--- src/rtl/ptw_pkg.sv ---
package ptw_pkg;
  localparam int VA_W   = 14;
  localparam int PA_W   = 12;
  localparam int OFF_W  = 6;
  localparam int PTE_W  = 16;
  localparam int VPN_W  = VA_W - OFF_W;
  localparam int PPN_W  = PA_W - OFF_W;
  localparam int ENTRY_BYTES_LOG2 = 1;

  localparam int B_PRESENT = 15;
  localparam int B_PRIV    = 14;
  localparam int B_STORE   = 13;
  localparam int B_LOAD    = 12;

  typedef enum logic [1:0] {
    FLT_OK   = 2'b00,
    FLT_PAGE = 2'b01,
    FLT_PROT = 2'b10
  } fault_e;

  typedef enum logic [2:0] {
    ST_IDLE, ST_FETCH, ST_WAIT, ST_CHECK, ST_RESPOND
  } walk_st_e;

  function automatic logic [PA_W-1:0] entry_addr(input logic [PA_W-1:0] base,
                                                 input logic [VPN_W-1:0] vpn);
    logic [PA_W-1:0] scaled;
    scaled = PA_W'(vpn) << ENTRY_BYTES_LOG2;
    return base + scaled;
  endfunction

  function automatic logic [PA_W-1:0] join_pa(input logic [PPN_W-1:0] ppn,
                                              input logic [OFF_W-1:0] off);
    return {ppn, off};
  endfunction
endpackage

--- src/rtl/ptw_walk_ctrl.sv ---
module ptw_walk_ctrl
  import ptw_pkg::*;
(
  input  logic     clk,
  input  logic     rst_n,
  input  logic     req_valid,
  input  logic     mem_rd_valid,
  output walk_st_e st,
  output logic     req_ready,
  output logic     mem_rd_en,
  output logic     rsp_valid,
  output logic     ev_accept,
  output logic     ev_take,
  output logic     ev_check
);
  walk_st_e st_nxt;

  assign ev_accept = (st == ST_IDLE) && req_valid;
  assign ev_take   = (st == ST_WAIT) && mem_rd_valid;
  assign ev_check  = (st == ST_CHECK);
  assign req_ready = (st == ST_IDLE);
  assign mem_rd_en = (st == ST_FETCH);
  assign rsp_valid = (st == ST_RESPOND);

  always_comb begin
    st_nxt = st;
    case (st)
      ST_IDLE:    if (req_valid)    st_nxt = ST_FETCH;
      ST_FETCH:                     st_nxt = ST_WAIT;
      ST_WAIT:    if (mem_rd_valid) st_nxt = ST_CHECK;
      ST_CHECK:                     st_nxt = ST_RESPOND;
      ST_RESPOND:                   st_nxt = ST_IDLE;
      default:                      st_nxt = ST_IDLE;
    endcase
  end

  always_ff @(posedge clk or negedge rst_n) begin
    if (!rst_n) st <= ST_IDLE;
    else        st <= st_nxt;
  end

  AST_ACCEPT_READS:   assert property (@(posedge clk) disable iff (!rst_n) ev_accept |=> mem_rd_en);
  AST_READ_ONE_CYCLE: assert property (@(posedge clk) disable iff (!rst_n) mem_rd_en |=> !mem_rd_en);
  AST_TAKE_TO_RSP:    assert property (@(posedge clk) disable iff (!rst_n) ev_take |=> ##1 rsp_valid);
  AST_RSP_PULSE:      assert property (@(posedge clk) disable iff (!rst_n) rsp_valid |=> !rsp_valid);
  AST_BUSY_NOT_READY: assert property (@(posedge clk) disable iff (!rst_n) (rsp_valid || mem_rd_en) |-> !req_ready);
  AST_NO_ACCEPT_BUSY: assert property (@(posedge clk) disable iff (!rst_n) ev_accept |=> !req_ready);
endmodule

--- src/rtl/ptw_entry_check.sv ---
module ptw_entry_check
  import ptw_pkg::*;
(
  input  logic [PTE_W-1:0] pte,
  input  logic             acc_store,
  input  logic             acc_priv,
  output fault_e           fault,
  output logic [PPN_W-1:0] ppn
);
  logic present, priv_only, may_store, may_load, perm_ok;
  logic unused_rsvd;

  assign present   = pte[B_PRESENT];
  assign priv_only = pte[B_PRIV];
  assign may_store = pte[B_STORE];
  assign may_load  = pte[B_LOAD];
  assign ppn       = pte[PPN_W-1:0];
  assign unused_rsvd = ^pte[B_LOAD-1:PPN_W];

  assign perm_ok = (!priv_only || acc_priv) && (acc_store ? may_store : may_load);

  always_comb begin
    if (!present)      fault = FLT_PAGE;
    else if (!perm_ok) fault = FLT_PROT;
    else               fault = FLT_OK;
  end
endmodule

--- src/rtl/ptw_translator.sv ---
module ptw_translator
  import ptw_pkg::*;
(
  input  logic             clk,
  input  logic             rst_n,
  input  logic [PA_W-1:0]  pt_base,
  input  logic             req_valid,
  output logic             req_ready,
  input  logic [VA_W-1:0]  req_vaddr,
  input  logic             req_write,
  input  logic             req_super,
  output logic             mem_rd_en,
  output logic [PA_W-1:0]  mem_rd_addr,
  input  logic             mem_rd_valid,
  input  logic [PTE_W-1:0] mem_rd_data,
  output logic             rsp_valid,
  output logic [PA_W-1:0]  rsp_paddr,
  output logic [1:0]       rsp_fault
);
  walk_st_e         st;
  logic             ev_accept, ev_take, ev_check;
  logic [VA_W-1:0]  va_q;
  logic [PA_W-1:0]  base_q;
  logic             store_q, priv_q;
  logic [PTE_W-1:0] pte_q;
  fault_e           chk_fault, fault_q;
  logic [PPN_W-1:0] chk_ppn;
  logic [PA_W-1:0]  pa_q;

  ptw_walk_ctrl u_ctrl (
    .clk(clk), .rst_n(rst_n), .req_valid(req_valid), .mem_rd_valid(mem_rd_valid),
    .st(st), .req_ready(req_ready), .mem_rd_en(mem_rd_en), .rsp_valid(rsp_valid),
    .ev_accept(ev_accept), .ev_take(ev_take), .ev_check(ev_check)
  );

  ptw_entry_check u_check (
    .pte(pte_q), .acc_store(store_q), .acc_priv(priv_q),
    .fault(chk_fault), .ppn(chk_ppn)
  );

  always_ff @(posedge clk or negedge rst_n) begin
    if (!rst_n) begin
      va_q    <= '0;
      base_q  <= '0;
      store_q <= 1'b0;
      priv_q  <= 1'b0;
    end else if (ev_accept) begin
      va_q    <= req_vaddr;
      base_q  <= pt_base;
      store_q <= req_write;
      priv_q  <= req_super;
    end
  end

  always_ff @(posedge clk or negedge rst_n) begin
    if (!rst_n)       pte_q <= '0;
    else if (ev_take) pte_q <= mem_rd_data;
  end

  always_ff @(posedge clk or negedge rst_n) begin
    if (!rst_n) begin
      fault_q <= FLT_OK;
      pa_q    <= '0;
    end else if (ev_check) begin
      fault_q <= chk_fault;
      pa_q    <= (chk_fault == FLT_OK) ? join_pa(chk_ppn, va_q[OFF_W-1:0]) : '0;
    end
  end

  assign mem_rd_addr = entry_addr(base_q, va_q[VA_W-1:OFF_W]);
  assign rsp_paddr   = pa_q;
  assign rsp_fault   = fault_q;

  AST_PF_ZERO_PA:   assert property (@(posedge clk) disable iff (!rst_n)
                      (rsp_valid && rsp_fault != FLT_OK) |-> rsp_paddr == '0);
  AST_ABSENT_PF:    assert property (@(posedge clk) disable iff (!rst_n)
                      (rsp_valid && !pte_q[B_PRESENT]) |-> rsp_fault == FLT_PAGE);
  AST_NO_CODE3:     assert property (@(posedge clk) disable iff (!rst_n)
                      rsp_valid |-> rsp_fault != 2'b11);
  AST_PRIV_USER:    assert property (@(posedge clk) disable iff (!rst_n)
                      (rsp_valid && pte_q[B_PRIV] && !priv_q) |-> rsp_fault != FLT_OK);
  AST_OFFSET_KEPT:  assert property (@(posedge clk) disable iff (!rst_n)
                      (rsp_valid && rsp_fault == FLT_OK) |-> rsp_paddr[OFF_W-1:0] == va_q[OFF_W-1:0]);
  AST_ADDR_HELD:    assert property (@(posedge clk) disable iff (!rst_n)
                      (st == ST_WAIT) |-> $stable(mem_rd_addr));
endmodule

--- config.mk ---
export PLATFORM = sky130hd
export DESIGN_NAME = ptw_translator
export DESIGN_NICKNAME = d
export VERILOG_FILES = /design/src/rtl/ptw_pkg.sv /design/src/rtl/ptw_walk_ctrl.sv /design/src/rtl/ptw_entry_check.sv /design/src/rtl/ptw_translator.sv
export SDC_FILE = /design/constraint.sdc
export NUM_CORES = 1
export LEC_CHECK = 0
export BUFFER_PORTS_ARGS = -buffer_cell sky130_fd_sc_hd__clkbuf_2
export CORE_MARGIN = 2
export CORE_UTILIZATION = 55
export CTS_CLUSTER_DIAMETER = 40
export CTS_CLUSTER_SIZE = 30
export DETAILED_ROUTE_END_ITERATION = 10
export GPL_TIMING_DRIVEN = 0
export PLACE_DENSITY = 0.84
export SKIP_CTS_REPAIR_TIMING = 1
export SYNTH_ARGS = -nofsm -noshare
export SYNTH_HDL_FRONTEND = slang
export SYNTH_SLANG_ARGS = --single-unit
--- constraint.sdc ---
create_clock -name clk -period 5.01 [get_ports clk]
set_input_delay 1.002 -clock clk [delete_from_list [all_inputs] [get_ports clk]]
set_output_delay 1.002 -clock clk [all_outputs]
set_load 0.05 [all_outputs]
# After elaboration in Yosys (flattened, before gate mapping)
# Index checks and enable logic that the tools add are counted.
# totals
ff_bits,61
input_bits,48
out_inout_bits,29
elab_cells,30
# classes
addsub,1
n_eq_ne,6
n_mux,7
n_reduce_logical,8
# ops
operator,count
adder 12 x 9 -> 12 bit,1
2-to-1 mux 12 bit,1
case mux 3 bit (4 select lines),1
"== test 3 x 2 -> 1 bit, second input constant",2
2-to-1 mux 3 bit,2
2-to-1 mux 2 bit,2
"inequality test 2 bit, second input constant",2
"== test 3 x 1 -> 1 bit, second input constant",1
"== test 3 bit, second input constant",1
logical AND 1 bit,3
zero test 3 bit,1
zero test 2 bit,1
AND reduction 2 bit,1
zero test 1 bit,1
logical OR 1 bit,1
2-to-1 mux 1 bit,1

# Depth between registers and ports, before layout
# Gate-level depths: netlist of run 1.
# depth
depth_word,7
depth_mapped,7

# By module
# Synthesis of run 1 repeated with hierarchy kept, for this count alone.
# unflattened
hier_cells,240
area_unflattened_um2,2885.3
# modules_own_cells
mod,n_inst,cells_per_inst,area_each_um2
ptw_translator,1,215,2636.3
ptw_walk_ctrl,1,15,173.9
ptw_entry_check,1,10,75.1

# Worst setup path after synthesis of run 1
# OpenSTA, ideal clock, no wires.
# synth_path
kind,reg2out
startpoint,register va_q[6]
endpoint,output mem_rd_addr[11]
t_arrival_ns,2.164
required_time_ns,4.008
path_slack_ns,1.844
path_stages_with_launch,8
path_cell_list,dfrtp_1 ha_1 inv_1 fa_1 nor2b_1 o31a_1 o21ai_1 o221ai_1
# synth_via
elab_chain_cells,1
# synth_lines
item,line_no,text
"start, declared",ptw_translator.sv:22,logic [VA_W-1:0] va_q;
"start signal, assigned",ptw_translator.sv:48,va_q <= req_vaddr;
adder 12 x 9 -> 12 bit,ptw_pkg.sv:29,return base + scaled;
"end, declared",ptw_translator.sv:13,"output logic [PA_W-1:0] mem_rd_addr,"
# No other way between the ends.

# Final worst setup path of run 1
# layout_path
startpoint,register va_q[6]
endpoint,output mem_rd_addr[7]
# Same word-level chain as after synthesis.

==> metrics.yaml, run 1 <==
grt_pass1_wl_um: 8270
grt_antenna_before_repair: 0
async_flop_share_pct: 100
timing.rr.end: "va_q[1]"
synth_edf_count: 0
worstSetupPathType: "flip-flop to output port"
wl_um: 4970
grtUsageTotal_pct: 20.3
wl_per_cell_um: 15.0
ys_types: 39
insertion_delay_ns: 0.30
rows: 25
maxSlewHeadroom_pct: 55.2
setup_viol: 0
via_per_inst: 5.45
die_w_um: 73.2
status: "complete, no violations"
initial_utilization_pct: 56.5
fin_worst_skew_ns: 0.00637
stdcell_count: 331
die_y_um: 73.2
critical_path_peak_fanout: 3
ys_seq_elements: 55
min_path_type: "flip-flop to flip-flop"
dr.pass1.iters: 4
hold_viol: 0
final_util_pct: 67.3
cp.arrival_ns: 2.33
fmax_ghz: 0.300
drtAntennaViolNets: 0
drt_iter0_markers: 31
cts_sinks: 55
cts-root-buf: "clkbuf_8"
cts_tree: "done"
grt_pass1_vias: 1751
min_from: "pte_q[0]"
fin_setup_tns_ns: 0
synth_nets: 256
min_to: "rsp_paddr[6]"
numCtsBuffers: 5
critPathCaptureType: "output port"
io_buffer_count: 70
synthFlopType: "dfrtp_1"
synth-warning-count: 0
synth.largest_area_cell: "dfrtp_1"
dp_cells: 323
grt_max_degree: 56
ctsHtreeMaxLevel: 2
syn_avg_cell_area_um2: 13.2
drv_slew: 0
syn_area_um2: 2630
vias: 1804
rsz0062_at_grt: "false"
synthTopCellsByArea: "dfrtp_1 (52%), mux2_4 (12%), mux2_2 (5.6%)"
r2r_slack_ns: 3.46
hpwl_um: 3750
core_area_um2: 4660
drc: 0
regArea_um2: 1380
synth_seq_area_share_pct: 52.3
ctsLongestPathBuffers: 2
multi_input_area_um2: 1140
final_cell_mix: "clkbuf_2 (69), dfrtp_1 (55), mux2_4 (21)"
drv_cap: 0
mostFrequentLayoutCell: "clkbuf_2"
min_path_cells: 1
layout_min_cycle_time_ns: 3.34
clk_pin_slew_worst_paths_ns: 0.09
nNetsFinal: 333
startpoint_type: "flip-flop"
gr-total-overflow: 0
worst_slew_pin_slew_ns: 0.672
area_growth_pct: 19.2
period_share_pct: 66.6
n_fill_cell: 368
die_area_um2: 5350
pin_count: 77
netlist_instances: 199
r2r_start: "u_ctrl.st[1]"
reg2reg_depth: 5
required_ns: 4.01
gp_congestion: 0.924
num_antenna_cells: 0
drive_above_1_share_pct: 44.4
synth_top_area_share_pct: 52.3
-- layer usage --
| layer | share of wire, % | wire length, µm | up-vias | global-route usage (%) |
|---|---|---|---|---|
| met3 | 6.0 | 299 | 6 | 6.22 |
| li1 | - | - | 863 | - |
| met4 | 0.74 | 37 | 0 | 4.94 |
| met2 | 49 | 2420 | 50 | 32.6 |
| met5 | 0 | 0 | - | 0 |
| met1 | 44 | 2210 | 885 | 27.1 |
-- kinds of logic after synthesis --
logic type / count (synthesis) / share of synthesized area [%]
mux: 35 / 17.9
simple gates: 39 / 8.56
flops: 55 / 52.3
compound gates: 38 / 9.89
fa+ha+maj: 9 / 4.57
buf+inv: 16 / 4.42
xor+xnor: 7 / 2.33
-- flip-flops by register name (all words and copies together), names as in the netlist --
register	flops
pte_q	10
va_q	14
store_q	1
priv_q	1
rsp_fault	2
u_ctrl.st	3
base_q	12
rsp_paddr	12
-- synthesized netlist by cell type, types with 2 or more instances --
cell	instances
buf_4	2
o21ai_0	8
nor3b_1	2
a22o_1	12
nor2b_1	3
xor2_1	2
buf_6	2
nand3_1	3
o2111ai_1	3
mux2_4	21
mux2_2	13
nor3_1	2
buf_12	2
ha_1	8
and3_1	2
dfrtp_1	55
xnor2_1	5
nand3b_1	4
inv_1	8
a21oi_1	9
nor2_1	5
nand2_1	11
-- critical path: stages, from the launching register on --
cell	delay (ns)
dfrtp_1	0.38
ha_1	0.17
inv_1	0.05
fa_1	0.40
nor2b_1	0.21
o2111ai_1	0.16
nand3b_1	0.17
xor2_1	0.19
clkbuf_2	0.30
-- cell type report --
type	instances	area share [%]
sequential	55	43.9
timing repair buffer	70	11.2
tap	54	2.15
inverter	8	0.957
buffer	8	2.75
clock inverter	2	0.399
clock buffer	6	2.31
multi-input combinational	128	36.3
-- per-stage QoR --
step                      worst slack, ns  hold WS, ns  cell area [µm²]
after floorplan                      1.84        0.462             2630
after global placement               2.10        0.470             3050
after detailed placement             2.02        0.474             3050
after CTS                            1.68        0.502             3130
after global routing                 1.54        0.525             3140
final                                1.67        0.506             3140
-- worst max path at each step --
stage                          from               to  slack (ns)  cells after the start
final                       va_q[6]   mem_rd_addr[7]        1.67                      8
after global placement      va_q[6]   mem_rd_addr[7]        2.10                      8
after detailed placement    va_q[6]   mem_rd_addr[7]        2.02                      8
after floorplan             va_q[6]  mem_rd_addr[11]        1.84                      7
after CTS                   va_q[6]   mem_rd_addr[7]        1.68                      8
after global routing      base_q[1]   mem_rd_addr[7]        1.54                      8
Power of run 1 is left out: the tool's default activity adds up to more than one toggle a clock period on the data nets, which glitch-free logic cannot reach.
==> run 2: changes to the inputs <==
--- a/config.mk
+++ b/config.mk
@@ -5,14 +5,15 @@
 export SDC_FILE = /design/constraint.sdc
 export NUM_CORES = 1
 export LEC_CHECK = 0
+export ABC_AREA = 1
 export BUFFER_PORTS_ARGS = -buffer_cell sky130_fd_sc_hd__clkbuf_2
 export CORE_MARGIN = 2
-export CORE_UTILIZATION = 55
+export CORE_UTILIZATION = 47
 export CTS_CLUSTER_DIAMETER = 40
 export CTS_CLUSTER_SIZE = 30
 export DETAILED_ROUTE_END_ITERATION = 10
 export GPL_TIMING_DRIVEN = 0
-export PLACE_DENSITY = 0.84
+export PLACE_DENSITY = 0.76
 export SKIP_CTS_REPAIR_TIMING = 1
 export SYNTH_ARGS = -nofsm -noshare
 export SYNTH_HDL_FRONTEND = slang
==> constraint.sdc (replaced) <==
create_clock -name clk -period 2.9 [get_ports clk]
set_input_delay 0.58 -clock clk [delete_from_list [all_inputs] [get_ports clk]]
set_output_delay 0.58 -clock clk [all_outputs]
set_load 0.05 [all_outputs]
==> run 2 against run 1 <==
  * First-iteration DRC count rose to 3.8 times the previous value
  * Cell count rose by 42%
  * Register-to-register slack got worse by 2.1 ns
  * Worst hold slack got worse by 0.34 ns
  * Global-route usage rose by 0.52 points
  * Non-clock buffer count rose by 5
  * Clock skew fell by 0.0021 ns
  * Largest cell class unchanged
  * Final area rose by 3.3%
  * Critical path depth rose by 3
  * Die area rose by 18%
==> metrics.yaml, run 2 <==
die_w_um: 79.5
synthFlopType: "dfrtp_1"
final_cell_mix: "nand2_1 (111), clkbuf_2 (67), dfrtp_1 (55)"
synthMuxAreaShare_pct: 2.10
syn_avg_cell_area_um2: 8.41
core_area_um2: 5510
die_area_um2: 6330
yosysMostFrequentCell: "nand2_1"
critPathCaptureType: "output port"
area_growth_pct: 20.9
worst_slew_pin_slew_ns: 0.469
drive_above_1_share_pct: 26.9
synth_common_cells: "nand2_1 (111), dfrtp_1 (55), nand3_1 (42)"
async_flop_share_pct: 100
met2_usage_pct: 35.7
grt_use_met1_pct: 26.8
synthSimpleGateAreaFrac_pct: 29.7
synth_xor_area_share_pct: 1.31
period_share_pct: 92.9
gp_congestion: 0.922
critical_path_peak_fanout: 3
largest_reg_flops: 14
ctsHtreeMaxLevel: 2
num_antenna_cells: 0
ys_types: 26
drv_cap: 0
dr.pass1.iters: 4
drc: 0
dp_cells: 461
critical_path.most_common_cell: "nand2_1"
mostFrequentLayoutCell: "nand2_1"
grt_pass1_vias: 2312
drtAntennaViolNets: 0
fin_worst_skew_ns: 0.00430
synth_top_family_by_area: "simple AND/OR/NAND/NOR gates"
grt_max_degree: 56
fin_setup_tns_ns: 0
drt_iter0_markers: 119
wl_per_cell_um: 12.4
vias: 2287
final_util_pct: 58.9
layout_min_cycle_time_ns: 2.69
worstPathCellList: "ha_1, inv_1, fa_1, inv_1, nand3_1, nand3_2, nand2_1, nand2_1, nand2_1, nand2_1, clkbuf_4"
grtUsageTotal_pct: 20.8
synth_nets: 376
grt_antenna_before_repair: 0
synth_top_area_share_pct: 51.3
top_register: "va_q"
worstSetupPathType: "flip-flop to output port"
hold_viol: 0
cts-root-buf: "clkbuf_8"
required_ns: 2.32
cts_sinks: 55
setup_viol: 0
via_per_inst: 4.87
hpwl_um: 4410
status: "complete, no violations"
cpPeakStageDelay_ns: 0.41
die_y_um: 79.5
synth.largest_area_cell: "dfrtp_1"
drv_slew: 0
crit_family: "adder cells"
synth_seq_area_share_pct: 51.3
numCtsBuffers: 5
synth_compound_area_share_pct: 4.99
grt_pass1_wl_um: 10400
setup_slack_ns: 0.206
synth-warning-count: 0
rsz0062_at_grt: "false"
stdcell_count: 470
cts_tree: "done"
grtUsageMet3_pct: 4.19
io_buffer_count: 70
rows: 27
ctsLongestPathBuffers: 2
path_buf_inv: 3
startpoint_type: "flip-flop"
synth_edf_count: 0
initial_utilization_pct: 48.7
clk_pin_slew_worst_paths_ns: 0.10
gr-total-overflow: 0
grt_busiest_layer: "met2"
ys_seq_elements: 55
slowest_stage: "fa_1"
dp_slack_ns: 0.440
netlist_instances: 319
synth_fa_ha_area_share_pct: 4.48
pin_count: 77
synthTopCellsByArea: "dfrtp_1 (51%), nand2_1 (16%), nand3_1 (7.8%)"
insertion_delay_ns: 0.30
min_path_type: "primary input to asynchronous set/reset pin"
nNetsFinal: 454
fmax_ghz: 0.371
cp.arrival_ns: 2.11
wl_um: 5820
maxSlewHeadroom_pct: 68.7
syn_area_um2: 2680
run 2: cell count changes after synthesis, sizes merged, moves of 5 or more:
| cell | change |
|---|---|
| a22o | -12 |
| mux2 | -29 |
| inv | +17 |
| nand3 | +41 |
| nand3b | -5 |
| nor2 | +23 |
| nand2 | +101 |
run 2: path summary, 6_finish.rpt:
path | startpoint | to | slack [ns] | cells after the start
setup / recovery | va_q[6] | mem_rd_addr[9] | 0.21 | 11
hold / removal | rst_n | rsp_paddr[5] | 0.16 | 1
setup reg to reg | u_ctrl.st[1] | base_q[7] | 1.38 | 6
hold reg to reg | base_q[6] | base_q[6] | 0.48 | 2
max in group asynchronous | rst_n | pte_q[5] | 2.21 | 2
min in group clk | base_q[6] | base_q[6] | 0.48 | 2
run 2: area by class of cell:
class / count / area, µm²
Buffer: 12 / 68.8
Clock buffer: 5 / 68.8
Clock inverter: 3 / 20.0
Fill cell: 515 / 2270
Inverter: 25 / 93.8
Multi-Input combinational cell: 227 / 1150
Sequential cell: 55 / 1380
Tap cell: 72 / 90.1
Timing Repair Buffer: 71 / 375
run 2: logic make-up after synthesis:
| group | count (synthesis) |
|---|---|
| AOI/OAI and AO/OA | 21 |
| xor gates and xnor gates | 4 |
| adders and majority gates | 9 |
| buffers and inverters | 37 |
| DFF | 55 |
| muxes | 5 |
| and+or+nand+nor | 188 |
run 2: metrics by stage:
stage | hold WS (ns) | cell area [µm²]
finish | 0.162 | 3240
floorplan | 0.284 | 2680
global route | 0.164 | 3240
global placement | 0.456 | 3120
detailed placement | 0.463 | 3120
CTS | 0.487 | 3210
run 2: routing by layer:
layer,up-vias,routed length [µm]
li1,1167,-
met1,1055,2510
met2,59,2900
met3,6,352
met4,0,58
met5,-,0
Power of run 2 is left out for the same reason.
==> run 3: changes to the inputs <==
--- a/config.mk
+++ b/config.mk
@@ -5,15 +5,14 @@
 export SDC_FILE = /design/constraint.sdc
 export NUM_CORES = 1
 export LEC_CHECK = 0
-export ABC_AREA = 1
 export BUFFER_PORTS_ARGS = -buffer_cell sky130_fd_sc_hd__clkbuf_2
 export CORE_MARGIN = 2
-export CORE_UTILIZATION = 47
+export CORE_UTILIZATION = 46
 export CTS_CLUSTER_DIAMETER = 40
 export CTS_CLUSTER_SIZE = 30
 export DETAILED_ROUTE_END_ITERATION = 10
 export GPL_TIMING_DRIVEN = 0
-export PLACE_DENSITY = 0.76
+export PLACE_DENSITY = 0.75
 export SKIP_CTS_REPAIR_TIMING = 1
 export SYNTH_ARGS = -nofsm -noshare
 export SYNTH_HDL_FRONTEND = slang
==> run 3 against run 2 <==
  * Cell count decreased by 26%
  * Global-route usage decreased by 3.3 points
  * Sequential share of layout area increased by 0.56 points
  * Wire length decreased by 14%
  * Critical path type unchanged
  * Die area increased by 0.25%
  * First-iteration DRC count decreased by 50%
  * Utilization decreased by 0.77 points
  * Non-clock buffer count decreased by 4
  * Clock skew increased by 0.0020 ns
==> metrics.yaml, run 3 (synthesis results as in run 1) <==
status: "complete, no violations"
initial_utilization_pct: 47.8
worstPathCellList: "ha_1, inv_1, fa_2, nor2b_2, o31a_1, o21ai_2, xnor2_1, clkbuf_4"
fin_setup_tns_ns: 0
grtUsageTotal_pct: 17.5
regArea_um2: 1380
pin_count: 77
grt_pass1_vias: 1838
reg2reg_depth: 5
core_area_um2: 5510
critPathCaptureType: "output port"
die_w_um: 79.6
drive_above_1_share_pct: 46.4
cpPeakStageDelay_ns: 0.39
largest_reg_flops: 14
setup_viol: 0
path_buf_inv: 2
top_register: "va_q"
startpoint_type: "flip-flop"
gp_congestion: 0.810
ctsLongestPathBuffers: 2
stdcell_area_um2: 3200
cts-root-buf: "clkbuf_8"
clk_pin_slew_worst_paths_ns: 0.09
fmax_ghz: 0.362
n_fill_cell: 476
final_util_pct: 58.1
die_y_um: 79.6
critical_path_peak_fanout: 3
place_area_um2: 3070
insertion_delay_ns: 0.31
grt_max_degree: 56
slowest_stage: "dfrtp_1"
gr-total-overflow: 0
hpwl_um: 3670
maxSlewHeadroom_pct: 54.6
multi_input_area_um2: 1150
worstSetupPathType: "flip-flop to output port"
cp.arrival_ns: 2.18
die_area_um2: 6340
via_per_inst: 5.11
min_path_type: "primary input to asynchronous set/reset pin"
mostFrequentLayoutCell: "clkbuf_2"
wl_per_cell_um: 14.3
drv_cap: 0
fin_worst_skew_ns: 0.00629
required_ns: 2.32
period_share_pct: 95.2
area_growth_pct: 21.5
cp.depth: 8
layout_min_cycle_time_ns: 2.76
num_antenna_cells: 0
drv_slew: 0
rows: 27
wl_um: 5000
cts_sinks: 55
dr.pass1.iters: 4
drt_iter0_markers: 60
crit_family: "compound AO/OA/AOI/OAI gates"
grt_pass1_wl_um: 8600
numCtsBuffers: 5
drc: 0
final_cell_mix: "clkbuf_2 (67), dfrtp_1 (55), mux2_4 (21)"
hold_viol: 0
ctsHtreeMaxLevel: 2
worst_slew_pin_slew_ns: 0.681
cts_tree: "done"
drtAntennaViolNets: 0
nNetsFinal: 334
vias: 1788
io_buffer_count: 70
grt_antenna_before_repair: 0
-- run 3: metal layers --
| metal | wire (µm) | GRT usage [%] | up-vias |
|---|---|---|---|
| met5 | 0 | 0 | - |
| met4 | 51 | 4.83 | 0 |
| met3 | 361 | 5.54 | 6 |
| met2 | 2410 | 28.6 | 48 |
| met1 | 2180 | 22.5 | 867 |
| li1 | - | - | 867 |
-- run 3: layout make-up --
| class | count | area share (%) |
|---|---|---|
| Sequential cell | 55 | 43.0 |
| Multi-Input combinational cell | 128 | 36.0 |
| Timing Repair Buffer | 71 | 11.4 |
| Tap cell | 72 | 2.82 |
| Buffer | 8 | 2.70 |
| Clock buffer | 6 | 2.58 |
| Inverter | 8 | 0.939 |
| Clock inverter | 2 | 0.509 |
-- run 3: per-stage QoR --
| stage | setup WS [ns] | hold WS [ns] | instances |
|---|---|---|---|
| after floorplan | 0.156 | 0.284 | 199 |
| after detailed placement | 0.371 | 0.477 | 341 |
| final | 0.138 | 0.310 | 350 |
| after global routing | -0.00423 | 0.364 | 350 |
| after global placement | 0.411 | 0.471 | 341 |
| after CTS | 0.0142 | 0.465 | 349 |
-- run 3: final timing paths --
kind                                       end  slack, ns         start
max in group asynchronous              va_q[0]       2.15         rst_n
worst min register to register    rsp_fault[0]       0.50  rsp_fault[0]
worst max register to register       base_q[3]       1.34  u_ctrl.st[1]
worst max-delay path            mem_rd_addr[9]       0.14       va_q[6]
worst min-delay path                 base_q[9]       0.31         rst_n
min in group clk                        priv_q       0.48     req_super
Power of run 3 is left out for the same reason.
